[config.mk]
export PLATFORM = sky130hd
export DESIGN_NAME = seg_reg_bank
export DESIGN_NICKNAME = d
export VERILOG_FILES = /design/src/rtl/seg_chk_pkg.sv /design/src/rtl/seg_reg_bank.sv
export SDC_FILE = /design/constraint.sdc
export NUM_CORES = 1
export LEC_CHECK = 0
export BUFFER_PORTS_ARGS = -buffer_cell sky130_fd_sc_hd__buf_2
export CORE_UTILIZATION = 50
export DETAILED_ROUTE_END_ITERATION = 7
export PLACE_DENSITY = 0.69
export SYNTH_ARGS = -nofsm -noshare
export SYNTH_HDL_FRONTEND = slang
export SYNTH_SLANG_ARGS = --single-unit
[constraint.sdc]
create_clock -name clk -period 3.4 [get_ports clk]
set_input_delay 0.51 -clock clk [delete_from_list [all_inputs] [get_ports clk]]
set_output_delay 0.51 -clock clk [all_outputs]
set_load 0.01 [all_outputs]
[src/rtl/seg_chk_pkg.sv]
`timescale 1ns/1ps
// Shared types for the segment load checker.
// Assumes a 5-register target set and an 8-bit access-rights byte.
package seg_chk_pkg;
    localparam int SEG_ID_W = 3;

    typedef enum logic [2:0] {
        SEG_SS = 3'd0,
        SEG_DS = 3'd1,
        SEG_ES = 3'd2,
        SEG_FS = 3'd3,
        SEG_GS = 3'd4
    } seg_id_e;

    typedef enum logic [1:0] {
        FLT_NONE = 2'd0,
        FLT_GP   = 2'd1,
        FLT_STK  = 2'd2,
        FLT_NP   = 2'd3
    } flt_class_e;

    // Access-rights byte, MSB first.
    typedef struct packed {
        logic       present;
        logic [1:0] dpl;
        logic       code_data;
        logic       is_code;
        logic       conform;
        logic       rw;
        logic       accessed;
    } ar_t;

    typedef enum logic [2:0] {
        ST_IDLE  = 3'd0,
        ST_PRE   = 3'd1,
        ST_MREQ  = 3'd2,
        ST_MRESP = 3'd3,
        ST_POST  = 3'd4
    } fsm_e;
endpackage

[src/rtl/seg_reg_bank.sv]
`timescale 1ns/1ps
// Segment register storage: selector, cached descriptor and valid bit per
// register, with one write port and one combinational read port.
// Assumes register codes 0..NUM_SEG-1; other codes read as zero.
module seg_reg_bank
    import seg_chk_pkg::*;
#(
    parameter int NUM_SEG = 5,
    parameter int SEL_W   = 16,
    parameter int DESC_W  = 64
) (
    input  logic                clk,
    input  logic                rst_n,
    input  logic                wr_en,
    input  logic [SEG_ID_W-1:0] wr_idx,
    input  logic [SEL_W-1:0]    wr_sel,
    input  logic [DESC_W-1:0]   wr_desc,
    input  logic                wr_dvalid,
    input  logic [SEG_ID_W-1:0] rd_idx,
    output logic [SEL_W-1:0]    rd_sel,
    output logic [DESC_W-1:0]   rd_desc,
    output logic                rd_dvalid
);
    logic [SEL_W-1:0]  sel_all  [NUM_SEG];
    logic [DESC_W-1:0] desc_all [NUM_SEG];
    logic              val_all  [NUM_SEG];

    for (genvar g = 0; g < NUM_SEG; g++) begin : g_reg
        logic [SEL_W-1:0]  sel_r;
        logic [DESC_W-1:0] desc_r;
        logic              val_r;

        // Capture a write aimed at this register; a null load keeps the old descriptor.
        always_ff @(posedge clk) begin
            if (!rst_n) begin
                sel_r  <= '0;
                desc_r <= '0;
                val_r  <= 1'b0;
            end else if (wr_en && (wr_idx == SEG_ID_W'(g))) begin
                sel_r <= wr_sel;
                val_r <= wr_dvalid;
                if (wr_dvalid) desc_r <= wr_desc;
            end
        end

        assign sel_all[g]  = sel_r;
        assign desc_all[g] = desc_r;
        assign val_all[g]  = val_r;
    end

    // Select the register named on the read port.
    always_comb begin
        rd_sel    = '0;
        rd_desc   = '0;
        rd_dvalid = 1'b0;
        for (int i = 0; i < NUM_SEG; i++) begin
            if (rd_idx == SEG_ID_W'(i)) begin
                rd_sel    = sel_all[i];
                rd_desc   = desc_all[i];
                rd_dvalid = val_all[i];
            end
        end
    end


    null_clears_valid_chk: assert property (@(posedge clk) disable iff (!rst_n)
        (wr_en && !wr_dvalid) |-> (wr_sel[SEL_W-1:2] == '0));
endmodule

Word level (Yosys, flattened, before mapping)
Index checks and enable logic that the tools add are counted.

word-level totals
  register bits after elaboration = 405
  bits of input ports = 90
  word-level logic and storage cells = 50

operators by class
  equal/unequal tests = 8
  muxes and demuxes = 15
  reductions and logical operators = 12

operator list
  operator                                        number
  2-to-1 mux 64 bit                               5
  2-to-1 mux 16 bit                               5
  == test 3 x 2 -> 1 bit (second input constant)  4
  AND reduction 2 bit                             5
  == test 3 x 1 -> 1 bit (second input constant)  2
  == test 3 bit (second input constant)           2
  zero test 3 bit                                 2
  logical AND 1 bit                               5
  2-to-1 mux 1 bit                                5

Longest topological paths before layout
Gate-level depths: netlist of run 1.

  word-level depth = 6
  depth in mapped cells = 7
  gate-level depth less buffers = 3

Least setup slack after synthesis of run 1
Ideal clock, no wire load.

  kind = input to output
  start = input port rd_idx[0]
  end = output port rd_desc[41]
  arrival time = 1603 ps
  data required time = 2890 ps
  path slack = 1287 ps
  stages on the path = 5
  buffers on the path = 2
  cell sequence = buf_2 > nor2_2 > clkbuf_1 > a32oi_1 > a31oi_1

between the ends
  longest elaborated chain between the ends = 6
  elaborated cells between the ends (all ways) = 10
  classes of those cells = 4 x eq/ne; 5 x mux; 1 x reduce/logical

RTL lines
  element                          RTL line            source
  from (decl)                      seg_reg_bank.sv:19  input logic [SEG_ID_W-1:0] rd_idx,
  zero test 3 bit                  seg_reg_bank.sv:57  if (rd_idx == SEG_ID_W'(i)) begin
  2-to-1 mux 64 bit (4 in series)  seg_reg_bank.sv:57
  2-to-1 mux 64 bit (*)            seg_reg_bank.sv:57
  to (decl)                        seg_reg_bank.sv:21  output logic [DESC_W-1:0] rd_desc,

Mark *: on every way between the ends. The rest lies on a longest branch, timed or not.

Worst setup path in the final report of run 1
  start = input port rd_idx[0]
  end = output port rd_desc[56]

Same word-level chain as after synthesis.

==> results of run 1 <==
## cells by family after synthesis
logic type | synth area share (%)
compound gates | 30.52
simple gates | 16.05
mux | 4.752
buf+inv | 6.440
flops | 42.24
## registers in the layout (all words and copies together), names as in the netlist
signal    cells
g.sel_r      80
g.desc_r    320
g.val_r       5
## metrics by stage
| step | power, W | setup WS, ps | instance area (um2) |
|---|---|---|---|
| 3_5_place_dp | 0.005909 | 661.5 | 20140 |
| 4_1_cts | 0.01081 | 648.5 | 21630 |
| 3_3_place_gp | 0.005893 | 699.7 | 20140 |
| 5_1_grt | 0.01108 | 553.0 | 21640 |
| 2_1_floorplan | 0.005519 | 1287 | 19200 |
| 6_report | 0.01077 | 623.8 | 21640 |
## final timing paths
kind / from / to / slack (ps)
worst max register to register: g_reg[4].desc_r[7] / g_reg[4].desc_r[7] / 2630
worst min register to register: g_reg[0].sel_r[11] / g_reg[0].sel_r[11] / 450
worst max-delay path: rd_idx[0] / rd_desc[56] / 620
worst min-delay path: wr_sel[5] / g_reg[4].sel_r[5] / 240
## placed cells by master, fill, tap and decap left out, types with 81 or more instances in the layout
| cell | n |
|---|---|
| mux2_2 | 81 |
| buf_2 | 167 |
| a31oi_1 | 81 |
| a32oi_1 | 81 |
| nand3_1 | 320 |
| dfxtp_1 | 405 |
| a21boi_0 | 134 |
| nor2_1 | 81 |
| nand2_1 | 241 |
| a21boi_1 | 266 |
| o21ai_0 | 310 |
## worst reg2reg max path, cell delays in order, from the launching register on
cell and delay, ps:
dfxtp_1 350, o21ai_0 90, a21boi_0 240
## final cells by class
type | instances | area [um2] | share of cell area [%]
sequential | 405 | 8108 | 37.47
clock inverter | 9 | 126.4 | 0.5839
timing repair buffer | 220 | 1465 | 6.770
clock buffer | 68 | 1363 | 6.296
tap | 511 | 639.4 | 2.954
antenna | 4 | 10.01 | 0.04625
multi-input combinational | 1641 | 9930 | 45.88
## routing by layer
metal  vias to the layer above  GRT usage [%]  part of all wire [%]
met1                      8727          39.20                    43
li1                       8312              -                     -
met4                         4          9.130                   2.3
met3                        99          5.348                   8.1
met2                       742          48.68                    47
met5                         -              0                 0.043
## report_power, final
group,leakage [nW],total (W),switching (W),internal (W)
Sequential,3.27,0.00485,0.0000309,0.00481
Clock,0.735,0.00495,0.00197,0.00297
Combinational,3.49,0.000975,0.000670,0.000305
==> results.ini, run 1 <==
[detailed_routing]
routed_wl_um = 58800
wl_per_cell_um = 20.57
firstDrtPassIters = 8
drt_iter0_markers = 1723
drc_errors = 0
dr_total_vias = 17880
ant_nets = 0
routed_via_density = 6.258

[sta]
tightest_slew_ps = 1055
max_freq_mhz = 360.2
timing.setup.tns_ps = 0
final-setup-viol-count = 0
drv_slew = 0
final-hold-violation-count = 0
period_share_pct = 81.65
grt_setup_unrepaired = no
min_period_ps = 2776
slew_headroom_pct = 29.37
whs_ps = 243.0
finClkSkew_ps = 0

[synth]
yosysSeqAreaShare_pct = 42.24
synthArstFlopShare_pct = 0
synth_edf_count = 0
postSynthAreaPerCell_um2 = 8.288
synth.most_common_cell = dfxtp_1
ys_types = 34
synthFlopType = dfxtp_1
synth_nets = 2406
yosys_warnings = 0
netlist_instances = 2316
syn_area_um2 = 19200
synth_top_area_share_pct = 42.24
synth_area_leaders = dfxtp_1 42%, a21boi_1 10%, nand3_1 8.3%, o21ai_0 8.1%, a21boi_0 5.2%
ys_seq_elements = 405
yosysTopAreaCell = dfxtp_1
synth_commonest_cells = 405 x dfxtp_1, 320 x nand3_1, 310 x o21ai_0, 266 x a21boi_1, 242 x nand2_1

[power_and_ir_drop]
p_leak_nw = 7.493
ir_drop_mv = 0.3563
p_per_area_nw_per_um2 = 497.7

[flow_run]
cap_violations = 0

[setup_path]
cp_data_required_time_ps = 2890
cp_num_cells = 6
arrival_ps = 2270
cp_cell_sequence = buf_4 > nor2b_4 > buf_4 > a32oi_1 > a31oi_1 > buf_2
path_delay_family = buffers and inverters
cp-end-kind = output port
critical_path.most_common_cell = buf_4
cp_slowest_cell = buf_4
worstSetupPathType = primary input to output port
cp-start-kind = primary input
rr_worst_depth = 2
critPathMaxStageDelay_ps = 440
worst-path-buf-inv = 3
critPathMaxFanout = 31

[final_layout]
nets = 2403
drive_gt1_share_pct = 16.56
fin_cells = 2858
syn2layout_area_growth_pct = 12.74
finish.utilization_pct = 57.32
n_fill_cell = 3373

[global_route]
gr-total-overflow = 0
grt_pass1_vias = 17280
grt_max_degree = 129
grt_pass1_wl_um = 93840
grt_usage_pct = 29.58
antenna_found_initial = 5

[placed_design]
dp.cells = 2777
dp_hpwl_um = 32540
io_buffers = 170
globalplace.congestion = 0.7871

[hold_path]
hold_path_depth = 3
hp-class = primary input to register

[die]
io_pins = 171
die-width_um = 197.9
start_util_pct = 50.84
row_count = 71
dieArea_um2 = 39180
core_um2 = 37760
die_y_um = 197.9

[cts]
cts_root_buf = clkbuf_16
cts_resized = 0
cts_buffers = 45
htree_levels = 2
clk_latency_ps = 550
clock-sinks = 405
clk_pin_slew_ps = 60
cts_hold_buf = 0
cts_tree = done
clockBufferDepth = 3
post-cts-setup-buffer-count = 0

[outcome]
status = finished, final reports clean

No activity file was read; power rests on OpenSTA's default activity.
==> inputs of run 2 (changes only) <==
--- a/config.mk
+++ b/config.mk
@@ -5,10 +5,11 @@
 export SDC_FILE = /design/constraint.sdc
 export NUM_CORES = 1
 export LEC_CHECK = 0
+export ABC_AREA = 1
 export BUFFER_PORTS_ARGS = -buffer_cell sky130_fd_sc_hd__buf_2
 export CORE_UTILIZATION = 50
 export DETAILED_ROUTE_END_ITERATION = 7
-export PLACE_DENSITY = 0.69
+export PLACE_DENSITY = 0.71
 export SYNTH_ARGS = -nofsm -noshare
 export SYNTH_HDL_FRONTEND = slang
 export SYNTH_SLANG_ARGS = --single-unit
==> constraint.sdc (replaced) <==
create_clock -name clk -period 2.3 [get_ports clk]
set_input_delay 0.345 -clock clk [delete_from_list [all_inputs] [get_ports clk]]
set_output_delay 0.345 -clock clk [all_outputs]
set_load 0.01 [all_outputs]
==> run 2 against run 1 <==
  * Combinational power increased by 37%
  * Worst hold slack got worse by 200 ps
  * Cell count increased by 30%
  * Sequential share of layout area decreased by 0.93 points
  * Critical endpoint is now rd_desc[50]
  * Largest cell class unchanged
==> results.ini, run 2 <==
[outcome]
status = finished, final reports clean

[synth]
synth_area_leaders = dfxtp_1 42%, nand2_1 15%, nor2_1 14%, nand3_1 8.1%, inv_1 6.6%
synth_nets = 3187
yosysSeqAreaShare_pct = 42.09
synth.most_common_cell = nand2_1
synth_edf_count = 0
yosysTopAreaCell = dfxtp_1
netlist_instances = 3097
syn_area_um2 = 19260
synthFlopType = dfxtp_1
synth_commonest_cells = 784 x nand2_1, 710 x nor2_1, 405 x dfxtp_1, 341 x inv_1, 310 x nand3_1
synthArstFlopShare_pct = 0
ys_types = 16
postSynthAreaPerCell_um2 = 6.219
yosys_warnings = 0
ys_seq_elements = 405
synth_top_area_share_pct = 42.09

[cts]
cts_tree = done
cts_buffers = 45
htree_levels = 2
cts_root_buf = clkbuf_16
clk_latency_ps = 570
post-cts-setup-buffer-count = 0
clock-sinks = 405
clk_pin_slew_ps = 60
clockBufferDepth = 3
cts_resized = 0
cts_hold_buf = 0

[global_route]
grt_max_degree = 111
gr-usage-met2_pct = 50.34
top_usage_layer = met2
grt_pass1_wl_um = 94740
grt_use_met1_pct = 39.35
use_met3_pct = 4.582
antenna_found_initial = 5
grt_pass1_vias = 18450
grt_usage_pct = 30.10
gr-total-overflow = 0

[sta]
drv_slew = 0
period_share_pct = 88.54
finClkSkew_ps = 0
timing.setup.tns_ps = 0
whs_ps = 45.91
final-setup-viol-count = 0
max_freq_mhz = 491.1
min_period_ps = 2036
slew_headroom_pct = 36.46
grt_setup_unrepaired = no
final-hold-violation-count = 0
tightest_slew_ps = 953.2

[detailed_routing]
wl_per_cell_um = 15.90
routed_wl_um = 58870
drc_errors = 0
routed_via_density = 5.299
ant_nets = 0
drt_iter0_markers = 1440
firstDrtPassIters = 6
dr_total_vias = 19620

[final_layout]
drive_gt1_share_pct = 9.915
layout_commonest_cell = nand2_1
syn2layout_area_growth_pct = 15.20
final_cell_area_um2 = 22190
largest_reg_flops = 320
top_regs = g.desc_r x320, g.sel_r x80, g.val_r x5
nets = 3244
final_cell_mix = 782 x nand2_1, 708 x nor2_1, 405 x dfxtp_1
largest-register = g.desc_r

[power_and_ir_drop]
ir_drop_mv = 0.5122
p_per_area_nw_per_um2 = 698.1
totalPowerFinal_w = 0.01549
p_leak_nw = 10.76

[setup_path]
cp_data_required_time_ps = 1960
arrival_ps = 1690
cp-end-kind = output port
worstSetupPathType = primary input to output port
cp-start-kind = primary input
critPathMaxFanout = 37

[flow_run]
cap_violations = 0

[die]
die-width_um = 198.3
core_um2 = 37760
row_count = 71
io_pins = 171
dieArea_um2 = 39310
die_y_um = 198.3
start_util_pct = 51.02

[hold_path]
hp-class = primary input to register

[placed_design]
placed_area_um2 = 20780
dp_hpwl_um = 34930
io_buffers = 170
globalplace.congestion = 0.8199

## run 2: changes by cell type in the layout (fill, tap and decap cells not counted), moves of 101 or more
cell | previous run | this run
a21oi_1 | 0 | 101
a21boi_1 | 266 | 0
nand2_1 | 241 | 782
nor2_1 | 81 | 708
inv_1 | 0 | 339
a21boi_0 | 134 | 0
nand4_1 | 0 | 146
o21ai_0 | 310 | 64
## run 2: per-layer routing
metal	routed length, um	part of all wire [%]
met2	27180	46
met5	0	0
met1	25770	44
met3	4536	7.7
met4	1383	2.3
## run 2: final timing paths
| path | start | to | slack, ps | cells after the start |
|---|---|---|---|---|
| setup / recovery | rd_idx[2] | rd_desc[50] | 260 | 9 |
| hold reg to reg | g_reg[2].sel_r[14] | g_reg[2].sel_r[14] | 450 | 2 |
| hold / removal | wr_sel[4] | g_reg[4].sel_r[4] | 50 | 3 |
| setup reg to reg | g_reg[2].desc_r[12] | g_reg[2].desc_r[12] | 1640 | 4 |
## run 2: cells by family after synthesis
logic type	Yosys count	synth area share (%)
flops	405	42.09
compound gates	165	4.287
simple gates	1956	42.19
buf+inv	571	11.43
## run 2: worst max-delay path, cell delays in order
cell,delay [ps]
buf_2,140
inv_4,190
buf_12,280
buf_4,220
nand3_1,90
nand2_1,120
nor2_1,50
nand3_1,100
buf_2,140
## run 2: final cells by class
cell class | instances | area [um2]
Clock buffer | 72 | 1328
Inverter | 348 | 1309
Multi-Input combinational cell | 2121 | 9020
Fill cell | 3704 | 15570
Clock inverter | 8 | 70.07
Sequential cell | 405 | 8108
Tap cell | 511 | 639.4
Antenna cell | 5 | 12.51
Timing Repair Buffer | 233 | 1703
## run 2: power breakdown
| group | switching [W] | total [W] | internal (W) |
|---|---|---|---|
| Clock | 0.00294 | 0.00690 | 0.00395 |
| Combinational | 0.000958 | 0.00134 | 0.000383 |
| Sequential | 0.0000720 | 0.00725 | 0.00718 |
| Total | 0.00397 | 0.0155 | 0.0115 |
## run 2: metrics by stage
stage / worst slack, ps / util [%] / std cells
2_1_floorplan: 595.0 / - / 3097
6_report: 263.7 / 58.77 / 3703
3_5_place_dp: 290.5 / 55.04 / 3618
5_1_grt: 192.2 / 58.76 / 3701
3_3_place_gp: 279.9 / 55.04 / 3618
4_1_cts: 280.7 / 58.74 / 3698
